[src/rtl/sir_pkg.sv]
package sir_pkg;

    typedef enum logic [1:0] {
        ENC_IDLE,
        ENC_ARM,
        ENC_MARK,
        ENC_SPACE
    } enc_state_e;

    typedef enum logic [1:0] {
        DEC_IDLE,
        DEC_QUAL,
        DEC_LOW
    } dec_state_e;

endpackage

[src/rtl/sir_enc.sv]
module sir_enc
    import sir_pkg::*;
#(
    parameter int BIT_TICKS      = 16,
    parameter int PULSE_TICKS    = 3,
    parameter int LP_PULSE_TICKS = 3
) (
    input  logic clk,
    input  logic rst_n,
    input  logic active,
    input  logic lowpwr,
    input  logic tick16,
    input  logic lp_tick,
    input  logic tx_bit,
    output logic pulse
);

    localparam int PH_W = $clog2(BIT_TICKS);
    localparam int MAXP = (PULSE_TICKS > LP_PULSE_TICKS) ? PULSE_TICKS : LP_PULSE_TICKS;
    localparam int PC_W = $clog2(MAXP + 1);
    localparam logic [PH_W-1:0] PH_LAST  = PH_W'(BIT_TICKS - 1);
    localparam logic [PC_W-1:0] NRM_LAST = PC_W'(PULSE_TICKS - 1);
    localparam logic [PC_W-1:0] LP_LAST  = PC_W'(LP_PULSE_TICKS - 1);

    enc_state_e      state, nxt;
    logic [PH_W-1:0] bit_ph;
    logic [PC_W-1:0] pc;
    logic            lp_q;
    logic            want, bit_end, pw_tick, pw_last, bit_start;

    // next state
    always_comb begin
        nxt       = state;
        bit_start = 1'b0;
        want      = active && !tx_bit;
        bit_end   = tick16 && (bit_ph == PH_LAST);
        pw_tick   = lp_q ? lp_tick : tick16;
        pw_last   = (pc == (lp_q ? LP_LAST : NRM_LAST));
        unique case (state)
            ENC_IDLE: begin
                if (want && tick16) begin
                    bit_start = 1'b1;
                    nxt       = lowpwr ? ENC_ARM : ENC_MARK;
                end
            end
            ENC_ARM: begin
                if (lp_tick) nxt = ENC_MARK;
            end
            ENC_MARK: begin
                if (pw_tick && pw_last) nxt = ENC_SPACE;
            end
            ENC_SPACE: begin
                nxt = ENC_SPACE;
            end
            default: nxt = ENC_IDLE;
        endcase
        if (state != ENC_IDLE && bit_end) begin
            if (want) begin
                bit_start = 1'b1;
                nxt       = lowpwr ? ENC_ARM : ENC_MARK;
            end else begin
                nxt = ENC_IDLE;
            end
        end
        if (!active) begin
            nxt       = ENC_IDLE;
            bit_start = 1'b0;
        end
    end

    // state register
    always_ff @(posedge clk or negedge rst_n) begin
        if (!rst_n) state <= ENC_IDLE;
        else        state <= nxt;
    end

    // bit phase and pulse length counters
    always_ff @(posedge clk or negedge rst_n) begin
        if (!rst_n) begin
            bit_ph <= '0;
            pc     <= '0;
            lp_q   <= 1'b0;
        end else begin
            if (bit_start) begin
                bit_ph <= '0;
                lp_q   <= lowpwr;
            end else if (tick16 && state != ENC_IDLE) begin
                bit_ph <= bit_ph + 1'b1;
            end
            if (bit_start || (state == ENC_ARM && lp_tick))
                pc <= '0;
            else if (state == ENC_MARK && pw_tick)
                pc <= pc + 1'b1;
        end
    end

    // outputs
    always_comb begin
        pulse = (state == ENC_MARK);
    end

endmodule

[src/rtl/sir_dec.sv]
module sir_dec
    import sir_pkg::*;
#(
    parameter int BIT_TICKS   = 16,
    parameter int SYNC_STAGES = 2
) (
    input  logic clk,
    input  logic rst_n,
    input  logic active,
    input  logic tick16,
    input  logic pulse_n,
    output logic rx_bit
);

    localparam int CW = $clog2(BIT_TICKS);
    localparam logic [CW-1:0] C_LAST = CW'(BIT_TICKS - 1);

    dec_state_e             state, nxt;
    logic [SYNC_STAGES-1:0] sync_q;
    logic                   seen, seen_d, pend, reload, enter;
    logic [CW-1:0]          cnt;

    assign seen = !sync_q[SYNC_STAGES-1];

    // input synchroniser, idle level forced while SIR is inactive
    always_ff @(posedge clk or negedge rst_n) begin
        if (!rst_n) sync_q <= '1;
        else        sync_q <= {sync_q[SYNC_STAGES-2:0], (active ? pulse_n : 1'b1)};
    end

    // next state
    always_comb begin
        nxt    = state;
        enter  = 1'b0;
        reload = 1'b0;
        unique case (state)
            DEC_IDLE: begin
                if (seen) begin
                    if (tick16) begin
                        nxt   = DEC_LOW;
                        enter = 1'b1;
                    end else begin
                        nxt = DEC_QUAL;
                    end
                end
            end
            DEC_QUAL: begin
                if (!seen) begin
                    nxt = DEC_IDLE;
                end else if (tick16) begin
                    nxt   = DEC_LOW;
                    enter = 1'b1;
                end
            end
            DEC_LOW: begin
                if (tick16 && cnt == C_LAST) begin
                    if (pend || seen) begin
                        reload = 1'b1;
                    end else begin
                        nxt = DEC_IDLE;
                    end
                end
            end
            default: nxt = DEC_IDLE;
        endcase
        if (!active) begin
            nxt    = DEC_IDLE;
            enter  = 1'b0;
            reload = 1'b0;
        end
    end

    // state register
    always_ff @(posedge clk or negedge rst_n) begin
        if (!rst_n) state <= DEC_IDLE;
        else        state <= nxt;
    end

    // stretch counter and pending-pulse flag
    always_ff @(posedge clk or negedge rst_n) begin
        if (!rst_n) begin
            cnt    <= '0;
            pend   <= 1'b0;
            seen_d <= 1'b0;
        end else begin
            seen_d <= seen;
            if (enter || reload) begin
                cnt  <= '0;
                pend <= 1'b0;
            end else if (state == DEC_LOW) begin
                if (tick16) cnt <= cnt + 1'b1;
                if (seen && !seen_d) pend <= 1'b1;
            end
        end
    end

    // outputs
    always_comb begin
        rx_bit = (state != DEC_LOW);
    end

endmodule

[src/rtl/sir_route.sv]
module sir_route (
    input  logic uart_en,
    input  logic sir_en,
    input  logic loop_en,
    input  logic sir_test,
    input  logic uart_txd_in,
    input  logic rxd_in,
    input  logic sir_rx_n,
    input  logic enc_pulse,
    input  logic dec_rx,
    output logic active,
    output logic dec_in_n,
    output logic txd,
    output logic uart_rxd
);

    always_comb begin
        active   = uart_en && sir_en;
        txd      = active ? 1'b1 : uart_txd_in;
        dec_in_n = (loop_en && sir_test) ? !enc_pulse : sir_rx_n;
        if (active)
            uart_rxd = dec_rx;
        else if (loop_en && !sir_test)
            uart_rxd = uart_txd_in;
        else
            uart_rxd = rxd_in;
    end

endmodule

[src/rtl/sir_codec.sv]
module sir_codec #(
    parameter int BIT_TICKS      = 16,
    parameter int PULSE_TICKS    = 3,
    parameter int LP_PULSE_TICKS = 3,
    parameter int SYNC_STAGES    = 2
) (
    input  logic clk,
    input  logic rst_n,
    input  logic tick16,
    input  logic lp_tick,
    input  logic uart_txd_in,
    input  logic rxd_in,
    input  logic sir_rx_n,
    input  logic cfg_uart_en,
    input  logic cfg_sir_en,
    input  logic cfg_lowpwr,
    input  logic cfg_loop,
    input  logic cfg_sir_test,
    output logic sir_tx,
    output logic uart_rxd,
    output logic txd
);

    logic active, dec_in_n, dec_rx, enc_pulse;

    sir_route u_route (
        .uart_en     (cfg_uart_en),
        .sir_en      (cfg_sir_en),
        .loop_en     (cfg_loop),
        .sir_test    (cfg_sir_test),
        .uart_txd_in (uart_txd_in),
        .rxd_in      (rxd_in),
        .sir_rx_n    (sir_rx_n),
        .enc_pulse   (enc_pulse),
        .dec_rx      (dec_rx),
        .active      (active),
        .dec_in_n    (dec_in_n),
        .txd         (txd),
        .uart_rxd    (uart_rxd)
    );

    sir_enc #(
        .BIT_TICKS      (BIT_TICKS),
        .PULSE_TICKS    (PULSE_TICKS),
        .LP_PULSE_TICKS (LP_PULSE_TICKS)
    ) u_enc (
        .clk     (clk),
        .rst_n   (rst_n),
        .active  (active),
        .lowpwr  (cfg_lowpwr),
        .tick16  (tick16),
        .lp_tick (lp_tick),
        .tx_bit  (uart_txd_in),
        .pulse   (enc_pulse)
    );

    sir_dec #(
        .BIT_TICKS   (BIT_TICKS),
        .SYNC_STAGES (SYNC_STAGES)
    ) u_dec (
        .clk     (clk),
        .rst_n   (rst_n),
        .active  (active),
        .tick16  (tick16),
        .pulse_n (dec_in_n),
        .rx_bit  (dec_rx)
    );

    assign sir_tx = enc_pulse;

endmodule

[config.mk]
export PLATFORM = sky130hd
export DESIGN_NAME = sir_codec
export DESIGN_NICKNAME = d
export VERILOG_FILES = /design/src/rtl/sir_pkg.sv /design/src/rtl/sir_enc.sv /design/src/rtl/sir_dec.sv /design/src/rtl/sir_route.sv /design/src/rtl/sir_codec.sv
export SDC_FILE = /design/constraint.sdc
export NUM_CORES = 1
export LEC_CHECK = 0
export ABC_AREA = 1
export BUFFER_PORTS_ARGS = -buffer_cell sky130_fd_sc_hd__buf_2
export CORE_AREA = 2 2 53 55
export CTS_CLUSTER_SIZE = 8
export DETAILED_ROUTE_END_ITERATION = 10
export DIE_AREA = 0 0 55 57
export GPL_TIMING_DRIVEN = 0
export MAX_ROUTING_LAYER = met4
export SYNTH_ARGS = -nofsm -noshare
export SYNTH_HDL_FRONTEND = slang
export SYNTH_SLANG_ARGS = --single-unit
export TNS_END_PERCENT = 100
[constraint.sdc]
create_clock -name clk -period 3.2 [get_ports clk]
set_input_delay 0.48 -clock clk [delete_from_list [all_inputs] [get_ports clk]]
set_output_delay 0.48 -clock clk [all_outputs]
set_load 0.05 [all_outputs]
==> results.md <==
* Outcome: finished, final reports clean
* Drt total wl at ~2.2 mm
* Slew Viols, Final at 0
* Core Box Area at 0.00262 mm2
* Final core utilization at a little under half
* Layout cell share with drive strength beyond 1 at 23.0%
* Syn_area_per_cell at 7.74 um2
* GRT Residual Overflow at 0
* Total of max-cap violations at 0
* Post-cts resize count at 0
* Post-synth top area cell: dfrtp_1
* Ys flop type: dfrtp_1
* Initial antenna violation count at 0
* R2r startpoint: u_enc.bit_ph[0]$_DFFE_PN0P_
* Syn nets at between 150 and 200
* Largest net degree at the start of global routing at 20
* Ranking of synthesized cells by area: dfrtp_1 (38%), nand2_1 (9.4%), nand3_1 (7.6%), inv_1 (5.1%), nor2_1 (5.1%)
* Vias in the first global route at 916
* CP top delay family: buffers and inverters
* # port buffers at 13
* Mapped Cells at approximately 140
* RSZ-0062 raised after global routing: no
* N_diodes at 0
* Final min period at roughly 1900 ps
* Post-synth EDFFs at 0
* DR vias at 983
* Avg WL per Cell at 11.2 um
* Critical-path maximum fanout at 10
* Synth Register Bits at 19
* DP Wirelength at 1.68 mm
* Gr usage total at 17.0%
* Critical path class: input port to output pin
* Worst path buffer plus inverter count at 3
* Antenna-violating nets left at 0
* Clock skew at 1.05 ps
* Die H at 57 um
* Cell-by-cell trace of the critical path: buf_2, nand2_2, inv_2, a211oi_1, a21oi_1, buf_2
* Synth warnings at 0
* Die ar. at 0.00314 mm2
* Placed instance area at 0.00122 mm2
* CTS Buffer Depth at 2
* Crit path from: cfg_uart_en
* Ys async rst share at 100%
* Post-route clock period utilization at roughly three fifths
* FP Rows at 19
* Worst setup EP type: output pin
* Required time of the critical path at 2720 ps
* Crit path DAT at 1380 ps
* Vias/cell at 5.12
* Reg2reg path depth at 6
* Cell area after layout at 0.00125 mm2
* Drt first-iter violations at 19
* Hold WC Path Type: input port to async pin
* CTS buffer count at 3
* First-pass GRT wire length at 3.77 mm
* Final Setup Violations at 0
* FF-to-FF End: u_enc.pc[0]$_DFFE_PN0P_
* Num ports at 15
* Final worst slack at 1340 ps
* Distinct cells, synth at 26
* Worst vdd ir at about 300 uV
* Max stage delay on crit path at approximately 230 ps
* Worst slack at placement at 1340 ps
* Fin. Hold Viols at 0
* Synthesis-to-layout area growth at 11.8%
* Cell Pwr Density at just over 500 mW/mm2
* Worst R2R Setup Slack at 1760 ps
* Skew-Pair Late Insertion Delay at 300 ps
* CTS root buf: clkbuf_4
* Hold_buf cts at 0
* Most frequent cells in the layout: nand2_1 (28), nand3_1 (17), dfrtp_1 (17)
* CTS Sinks at 19
* Cell mode on critical path: buf_2
* DRC viols at 0
* Setup crit start kind: input port
* Fraction of the yosys area taken by sequential cells at 42.9%
* CTS tree: yes
* GPL Wtd Cong at 0.814
* CTS clk-pin slew, worst paths at between 100 and 150 ps
* Starting Density at 42.6%
* CP max stage cell: a211oi_1
* FMAX at between 500 and 600 MHz
* H-tree depth at 1
* Synth Cell Area at 0.00111 mm2
* Final setup TNS at 0 ps
* Slew HR at 72.1%
* Nets at 177
* Synth top area share at between 30% and 40%
* Worst-margin pin slew at 419 ps
* Commonest non-fill, non-tap cell in the layout: nand2_1
* Leak at 0.635 nW
* Die Wd at 55 um
* DRT Pass-1 Iters at 4
* # Post-CTS Setup Buffers at 0
-- registers in the layout, indices dropped and copies added (netlist names) --
register      flops
u_enc.bit_ph      4
u_dec.sync_q      2
u_enc.lp_q        1
u_dec.state       2
u_dec.seen_d      1
u_dec.pend        1
u_dec.cnt         4
u_enc.pc          2
u_enc.state       2
-- layer usage --
layer	wire, um	GRT usage [%]
met2	1070	25.3
met3	101	5.50
met1	961	21.2
met4	25	6.27
met5	0	-
-- how the worst max path moves through the flow --
stage / to / slack (ps) / cells past startpoint
after detailed placement: uart_rxd / 1340 / 6
final: uart_rxd / 1340 / 6
after global routing: uart_rxd / 1270 / 6
after floorplan: uart_rxd / 1180 / 4
after global placement: uart_rxd / 1340 / 6
after CTS: uart_rxd / 1340 / 6
-- power breakdown --
part	switching (mW)	internal [mW]	total, mW
clock	0.0782	0.0466	0.125
sequential	0.0388	0.294	0.333
combinational	0.105	0.0683	0.173
-- logic make-up (layout without fill, tap and decap cells) --
logic type,count (synthesis),in the layout,synth area share (%)
AND/OR/NAND/NOR,79,79,34.0
AO/OA/AOI/OAI,21,21,11.0
buffers and inverters,21,38,7.97
flip-flops,19,19,42.9
adder cells (fa/ha/maj),3,3,3.37
XOR/XNOR,1,1,0.786
-- final cells by class --
cell class / instances / area [um2]
Clock inverter: 1 / 5.00
Inverter: 20 / 77.6
Sequential cell: 19 / 478
Clock buffer: 3 / 22.5
Multi-Input combinational cell: 104 / 548
Buffer: 1 / 11.3
Fill cell: 259 / 1370
Tap cell: 31 / 38.8
Timing Repair Buffer: 13 / 65.1
-- metrics by stage --
stage / total power, mW / hold slack [ps] / std cells
after detailed placement: 0.515 / 348 / 188
after CTS: 0.641 / 98.6 / 192
final: 0.632 / 92.6 / 192
after global routing: 0.691 / 108 / 192
after floorplan: 0.467 / 184 / 144
after global placement: 0.504 / 345 / 188
-- Yosys cell counts, types with 3 or more instances --
cell type and count:
nand3_1 17, nor2_1 15, ha_1 3, a21oi_1 10, nand2_1 28, inv_2 4
o21ai_0 4, inv_1 15, nand2_2 5, nor3_1 4, nand4_1 3, dfrtp_1 17
(Power assumes the default switching activity.)
